===== config.mk =====
export PLATFORM = sky130hd
export DESIGN_NAME = mw_eeprom_master
export DESIGN_NICKNAME = d
export VERILOG_FILES = /design/src/rtl/mw_pkg.sv /design/src/rtl/mw_tick.sv /design/src/rtl/mw_frame.sv /design/src/rtl/mw_shifter.sv /design/src/rtl/mw_eeprom_master.sv
export SDC_FILE = /design/constraint.sdc
export NUM_CORES = 1
export LEC_CHECK = 0
export CAP_MARGIN = 15
export CORE_ASPECT_RATIO = 1.2
export CORE_UTILIZATION = 54
export DETAILED_ROUTE_END_ITERATION = 16
export PLACE_DENSITY = 0.82
export SLEW_MARGIN = 20
export SYNTH_ARGS = -nofsm -noshare
export SYNTH_HDL_FRONTEND = slang
export SYNTH_HIERARCHICAL = 1
export SYNTH_SLANG_ARGS = --single-unit

===== constraint.sdc =====
create_clock -name clk_i -period 2.5 [get_ports clk_i]
set_input_delay 0.25 -clock clk_i [delete_from_list [all_inputs] [get_ports clk_i]]
set_output_delay 0.25 -clock clk_i [all_outputs]
set_load 0.02 [all_outputs]

===== src/rtl/mw_pkg.sv =====
package mw_pkg;
  typedef enum logic [1:0] {
    OP_SPECIAL = 2'b00,
    OP_WRITE   = 2'b01,
    OP_READ    = 2'b10,
    OP_ERASE   = 2'b11
  } mw_op_e;

  typedef enum logic [1:0] {
    SP_DISABLE   = 2'b00,
    SP_WRITE_ALL = 2'b01,
    SP_ERASE_ALL = 2'b10,
    SP_ENABLE    = 2'b11
  } mw_special_e;

  typedef enum logic [1:0] {
    ST_IDLE  = 2'b00,
    ST_SHIFT = 2'b01,
    ST_CLOSE = 2'b10
  } mw_state_e;
endpackage


===== src/rtl/mw_tick.sv =====
module mw_tick #(
  parameter int HALF_DIV = 4
) (
  input  logic clk_i,
  input  logic rst_ni,
  input  logic run_i,
  output logic tick_o
);
  localparam int CW = (HALF_DIV > 1) ? $clog2(HALF_DIV) : 1;
  localparam logic [CW-1:0] LAST = CW'(HALF_DIV - 1);

  logic [CW-1:0] cnt_q;

  always_ff @(posedge clk_i or negedge rst_ni) begin
    if (!rst_ni)                     cnt_q <= '0;
    else if (!run_i || cnt_q == LAST) cnt_q <= '0;
    else                             cnt_q <= cnt_q + 1'b1;
  end

  assign tick_o = run_i && (cnt_q == LAST);
endmodule


===== src/rtl/mw_frame.sv =====
module mw_frame
  import mw_pkg::*;
#(
  parameter int ADDR_W = 6,
  parameter int DATA_W = 16,
  localparam int CMD_W   = 3 + ADDR_W,
  localparam int FRAME_W = CMD_W + 1 + DATA_W,
  localparam int CNT_W   = $clog2(FRAME_W + 1)
) (
  input  logic [1:0]         op_i,
  input  logic [ADDR_W-1:0]  addr_i,
  input  logic [DATA_W-1:0]  wdata_i,
  output logic [FRAME_W-1:0] frame_o,
  output logic [CNT_W-1:0]   len_o,
  output logic               rx_en_o
);
  logic [CMD_W-1:0] cmd;
  logic             carries_data;

  assign cmd = {1'b1, op_i, addr_i};
  assign carries_data = (op_i == OP_WRITE) ||
                        (op_i == OP_SPECIAL && addr_i[ADDR_W-1 -: 2] == SP_WRITE_ALL);

  always_comb begin
    rx_en_o = 1'b0;
    if (op_i == OP_READ) begin
      frame_o = {cmd, 1'b0, {DATA_W{1'b0}}};
      len_o   = CNT_W'(FRAME_W);
      rx_en_o = 1'b1;
    end else if (carries_data) begin
      frame_o = {cmd, wdata_i, 1'b0};
      len_o   = CNT_W'(CMD_W + DATA_W);
    end else begin
      frame_o = {cmd, {(DATA_W + 1){1'b0}}};
      len_o   = CNT_W'(CMD_W);
    end
  end
endmodule


===== src/rtl/mw_shifter.sv =====
module mw_shifter
  import mw_pkg::*;
#(
  parameter int ADDR_W = 6,
  parameter int DATA_W = 16,
  localparam int CMD_W   = 3 + ADDR_W,
  localparam int FRAME_W = CMD_W + 1 + DATA_W,
  localparam int CNT_W   = $clog2(FRAME_W + 1)
) (
  input  logic               clk_i,
  input  logic               rst_ni,
  input  logic               tick_i,
  input  logic               start_i,
  input  logic [FRAME_W-1:0] frame_i,
  input  logic [CNT_W-1:0]   len_i,
  input  logic               rx_en_i,
  input  logic               sdi_i,
  output logic               run_o,
  output logic               ready_o,
  output logic               refused_o,
  output logic               done_o,
  output logic [DATA_W-1:0]  rdata_o,
  output logic               cs_o,
  output logic               sck_o,
  output logic               sdo_o
);
  localparam logic [CNT_W-1:0] RX_FIRST = CNT_W'(CMD_W + 1);

  mw_state_e          state_q;
  logic [FRAME_W-1:0] sreg_q;
  logic [CNT_W-1:0]   bit_cnt_q, len_q;
  logic               rx_en_q;
  logic [DATA_W-1:0]  rx_q;

  assign ready_o = (state_q == ST_IDLE);
  assign run_o   = !ready_o;
  assign rdata_o = rx_q;

  always_ff @(posedge clk_i or negedge rst_ni) begin
    if (!rst_ni) begin
      state_q   <= ST_IDLE;
      sreg_q    <= '0;
      bit_cnt_q <= '0;
      len_q     <= '0;
      rx_en_q   <= 1'b0;
      rx_q      <= '0;
      cs_o      <= 1'b0;
      sck_o     <= 1'b1;
      sdo_o     <= 1'b0;
      done_o    <= 1'b0;
      refused_o <= 1'b0;
    end else begin
      done_o    <= 1'b0;
      refused_o <= start_i && !ready_o;
      unique case (state_q)
        ST_IDLE: if (start_i) begin
          sreg_q    <= frame_i;
          len_q     <= len_i;
          rx_en_q   <= rx_en_i;
          bit_cnt_q <= '0;
          cs_o      <= 1'b1;
          state_q   <= ST_SHIFT;
        end
        ST_SHIFT: if (tick_i) begin
          if (sck_o) begin
            // falling edge: present next bit
            sck_o  <= 1'b0;
            sdo_o  <= sreg_q[FRAME_W-1];
            sreg_q <= sreg_q << 1;
          end else begin
            // rising edge: slave samples sdo, we sample sdi
            sck_o <= 1'b1;
            if (rx_en_q && bit_cnt_q >= RX_FIRST) rx_q <= {rx_q[DATA_W-2:0], sdi_i};
            bit_cnt_q <= bit_cnt_q + 1'b1;
            if (bit_cnt_q + 1'b1 == len_q) state_q <= ST_CLOSE;
          end
        end
        ST_CLOSE: if (tick_i) begin
          cs_o    <= 1'b0;
          sdo_o   <= 1'b0;
          done_o  <= 1'b1;
          state_q <= ST_IDLE;
        end
        default: state_q <= ST_IDLE;
      endcase
    end
  end

  assert_cs_hold_R5: assert property (@(posedge clk_i) disable iff (!rst_ni)
    $fell(cs_o) |-> done_o);
  assert_done_cs_R5: assert property (@(posedge clk_i) disable iff (!rst_ni)
    done_o |-> !cs_o && $past(cs_o));
  assert_idle_lines_R6: assert property (@(posedge clk_i) disable iff (!rst_ni)
    ready_o |-> !cs_o && sck_o);
  assert_refuse_R7: assert property (@(posedge clk_i) disable iff (!rst_ni)
    refused_o |-> $past(start_i) && !$past(ready_o));
  assert_sdo_edge_R8: assert property (@(posedge clk_i) disable iff (!rst_ni)
    !$stable(sdo_o) |-> !sck_o || done_o);
  assert_frame_len_R4: assert property (@(posedge clk_i) disable iff (!rst_ni)
    done_o |-> bit_cnt_q == len_q);
endmodule


===== src/rtl/mw_eeprom_master.sv =====
module mw_eeprom_master #(
  parameter int HALF_DIV = 4,
  parameter int ADDR_W   = 6,
  parameter int DATA_W   = 16
) (
  input  logic              clk_i,
  input  logic              rst_ni,
  input  logic              start_i,
  input  logic [1:0]        op_i,
  input  logic [ADDR_W-1:0] addr_i,
  input  logic [DATA_W-1:0] wdata_i,
  output logic              ready_o,
  output logic              refused_o,
  output logic              done_o,
  output logic [DATA_W-1:0] rdata_o,
  output logic              cs_o,
  output logic              sck_o,
  output logic              sdo_o,
  input  logic              sdi_i
);
  localparam int CMD_W   = 3 + ADDR_W;
  localparam int FRAME_W = CMD_W + 1 + DATA_W;
  localparam int CNT_W   = $clog2(FRAME_W + 1);

  logic [FRAME_W-1:0] frame;
  logic [CNT_W-1:0]   len;
  logic               rx_en, run, tick;

  mw_frame #(.ADDR_W(ADDR_W), .DATA_W(DATA_W)) u_frame (
    .op_i(op_i), .addr_i(addr_i), .wdata_i(wdata_i),
    .frame_o(frame), .len_o(len), .rx_en_o(rx_en)
  );

  mw_tick #(.HALF_DIV(HALF_DIV)) u_tick (
    .clk_i(clk_i), .rst_ni(rst_ni), .run_i(run), .tick_o(tick)
  );

  mw_shifter #(.ADDR_W(ADDR_W), .DATA_W(DATA_W)) u_shift (
    .clk_i(clk_i), .rst_ni(rst_ni), .tick_i(tick), .start_i(start_i),
    .frame_i(frame), .len_i(len), .rx_en_i(rx_en), .sdi_i(sdi_i),
    .run_o(run), .ready_o(ready_o), .refused_o(refused_o), .done_o(done_o),
    .rdata_o(rdata_o), .cs_o(cs_o), .sck_o(sck_o), .sdo_o(sdo_o)
  );
endmodule


==> run_results.csv <==
group,metric,value,unit
final_layout,drive_gt1_frac,0.153,
final_layout,layout_common_cells,"nand2_1 (79), dfrtp_1 (61), clkdlybuf4s50_1 (48), nor2_1 (29), a31oi_1 (25)",
final_layout,layout_commonest_cell,"nand2_1",
floorplanning,start_util,0.569,
placement,placed_cell_area,3680,µm²
clock_tree,path_clk_slew,0.06,ns
clock_tree,ctsHtreeMaxLevel,3,
floorplanning,dieArea,6370,µm²
setup_path,path_buf_inv,1,
routing,antenna_left,0,
timing,hold_violations,0,
yosys,avgSynthCellArea,9.62,µm²
setup_path,reg2reg_depth,6,
setup_path,cp.depth,6,
power_and_ir_drop,p_per_area,521,nW/µm²
run_status,status,"finished, final reports clean",
routing,drcViolationCount,0,
timing,setup_viol,0,
clock_tree,cts_inserted_buffers,9,
grt,gr-total-overflow,0,
routing,vias,2405,
floorplanning,core_area,5740,µm²
setup_path,critPathLaunchType,"flop",
routing,routed_wl,5980,µm
setup_path,slowest_stage,"or3b_2",
timing,slew_headroom,0.557,
floorplanning,die_y,87.2,µm
timing,slew_viol_final,0,
final_layout,num-nets-final,405,
clock_tree,clockRootBuffer,"clkbuf_8",
yosys,ys_types,47,
timing,min_period,2.30,ns
yosys,ys_ff_latch,62,
timing,worst-slew-pin-transition,0.664,ns
power_and_ir_drop,ir_worst_vdd,0.351,mV
yosys,synthCells,340,
placement,gp_congestion,0.862,
placement,dp_hpwl,4070,µm
floorplanning,die_w,73.0,µm
timing,post-route-period-util,0.921,
job,maxCapViolCount,0,
routing,drt_iter0_markers,128,
clock_tree,clock_latency,0.34,ns
yosys,yosysWarnings,6,
final_layout,area_growth,19.2,%
hold_path,min_to,"u_tick/cnt_q[0]$_DFF_PN0_",
routing,first_pass_iters,4,
final_layout,final_area,3900,µm²
timing,fin_skew,0.0104,ns
clock_tree,clock-sinks,62,
grt,grt_pass1_wl,10200,µm
timing,max_clock_freq,434,MHz
timing,worst_hold_slack,0.450,ns
setup_path,path_max_fanout,16,
setup_path,worstSetupPathType,"flop to flop",
grt,antenna_found_initial,0,
grt,grt_pass1_vias,2231,
setup_path,slowest_delay,0.70,ns
timing,rsz0062_at_grt,"no",
yosys,synthesis.area,3270,µm²
clock_tree,clk_path_buf_depth,2,
setup_path,crit_chain,"nor2_1, inv_1, and2_2, nand3_2, or3b_2, mux2_4",
hold_path,min_from,"u_tick/cnt_q[0]$_DFF_PN0_",
final_layout,fin_util,0.679,
timing,tns,0,ns
clock_tree,cts_tree,"built",
setup_path,critPathArrivalTime,2.53,ns
setup_path,cp-end-kind,"flop",
floorplanning,fp-row-count,30,
hold_path,whs_path_depth,1,
hold_path,hp-class,"flop to flop",
routing,drt-wirelength-per-cell,13.1,µm
setup_path,reg2reg_to,"u_shift/rdata_o[15]$_DFFE_PN0P_",
grt,grt_max_degree,53,
placement,io_buffers,49,
setup_path,r2r_slack,0.20,ns
setup_path,reg2reg_from,"u_shift/state_q[0]$_DFFE_PN0P_",
final_layout,antenna_cells,0,
yosys,ys_seq_area_frac,0.475,
routing,via_per_inst,5.25,
setup_path,crit_family,"simple AND/OR/NAND/NOR gates",
grt,grtUsageTotal,0.213,
power_and_ir_drop,p_leak,1.74,nW
clock_tree,post_cts_buffers,0,
floorplanning,io_pins,50,
setup_path,cp.required,2.72,ns
worst max path at each step:
stage	startpoint	endpoint	slack (ns)
detailed placement	u_shift/bit_cnt_q[0]$_DFFE_PN0P_	u_shift/rdata_o[1]$_DFFE_PN0P_	0.16
global route	u_shift/state_q[0]$_DFFE_PN0P_	u_shift/rdata_o[15]$_DFFE_PN0P_	0.04
finish	u_shift/state_q[0]$_DFFE_PN0P_	u_shift/rdata_o[15]$_DFFE_PN0P_	0.20
floorplan	u_shift/state_q[0]$_DFFE_PN0P_	u_shift/rdata_o[10]$_DFFE_PN0P_	0.23
global placement	u_shift/state_q[0]$_DFFE_PN0P_	u_shift/rdata_o[6]$_DFFE_PN0P_	0.28
CTS	u_shift/state_q[0]$_DFFE_PN0P_	u_shift/rdata_o[15]$_DFFE_PN0P_	0.15
where the power goes:
part           switching [mW]  internal, mW  total (mW)
sequential           0.000690          1.00        1.01
combinational          0.0541        0.0596       0.114
clock                   0.376         0.534       0.911
total                   0.431          1.60        2.03
repair_timing:
action | in CTS | in global routing
endpoints found under the hold margin | 27 | 0
gates resized for setup | 0 | 1
setup endpoints to repair | 0 | 15
hold buffers | 1 | 0
worst reg2reg max path, cell delays in order, from the launching register on:
cell,delay [ns]
dfrtp_1,0.53
nor2_1,0.11
inv_1,0.09
and2_2,0.25
nand3_2,0.14
or3b_2,0.70
mux2_4,0.38
per-layer routing:
| layer | track usage | part of all wire | vias up |
|---|---|---|---|
| li1 | - | - | 1184 |
| met2 | 0.340 | 0.49 | 62 |
| met1 | 0.269 | 0.45 | 1144 |
| met4 | 0.103 | 0.025 | 0 |
| met3 | 0.0521 | 0.032 | 15 |
| met5 | 0 | 0 | - |
state kept, by name (all words and copies together), names as in the netlist, 2 cells and up:
name and flops:
u_shift/sreg_q 26, u_shift/state_q 2, u_tick/cnt_q 2, u_shift/rdata_o 16
u_shift/bit_cnt_q 5, u_shift/len_q 5
cells by family (layout without fill, tap and decap cells):
family	after synthesis	after routing	synth area share
xor+xnor	7	7	0.0276
flops	62	62	0.475
simple gates	148	148	0.210
buf+inv	41	77	0.0838
other cells	2	4	0.00230
fa+ha+maj	3	3	0.0115
mux	17	17	0.0700
compound gates	60	60	0.120
through the flow:
step / std cells / power (mW) / worst slack [ns]
finish: 458 / 2.03 / 0.197
global route: 458 / 2.11 / 0.0390
CTS: 458 / 2.05 / 0.153
detailed placement: 442 / 1.14 / 0.155
global placement: 442 / 1.14 / 0.276
floorplan: 342 / 1.09 / 0.230
final cells by class:
cell class | count | area (µm²)
well taps | 80 | 100
flip-flops and latches | 62 | 1550
fillers | 461 | 1850
repair buffers | 56 | 553
clock inverters | 3 | 42.5
multi-input cells | 239 | 1460
clock buffers | 12 | 165
inverters | 6 | 22.5
cells in the mapped netlist (all sizes together):
cell | n | area share
nand2 | 79 | 0.091
dfrtp | 61 | 0.47
nor2 | 29 | 0.033
a31oi | 25 | 0.048
buf | 23 | 0.063
nand2b | 20 | 0.041
a21oi | 19 | 0.041
mux2 | 17 | 0.070
clkbuf | 12 | 0.014
o21ai | 8 | 0.012
inv | 6 | 0.0069
nand3 | 4 | 0.0077
and2 | 3 | 0.0061
ha | 3 | 0.011
nor2b | 3 | 0.0080
xor2 | 3 | 0.0080
conb | 2 | 0.0023
o31ai | 2 | 0.0046
xnor2 | 2 | 0.0054
a21o | 1 | 0.0023
a22o | 1 | 0.0027
a41oi | 1 | 0.0027
and2b | 1 | 0.0023
and3 | 1 | 0.0019
and3b | 1 | 0.0027
dfstp | 1 | 0.0080
nand3b | 1 | 0.0023
nand4 | 1 | 0.0019
nor3b | 1 | 0.0038
nor4 | 1 | 0.0019
o22a | 1 | 0.0027
o22ai | 1 | 0.0019
o2bb2ai | 1 | 0.0027
or2 | 1 | 0.0019
or3 | 1 | 0.0019
or3b | 1 | 0.0027
xnor3 | 1 | 0.0069
xor3 | 1 | 0.0073
Note: power is estimated with default switching activity, not from simulation.
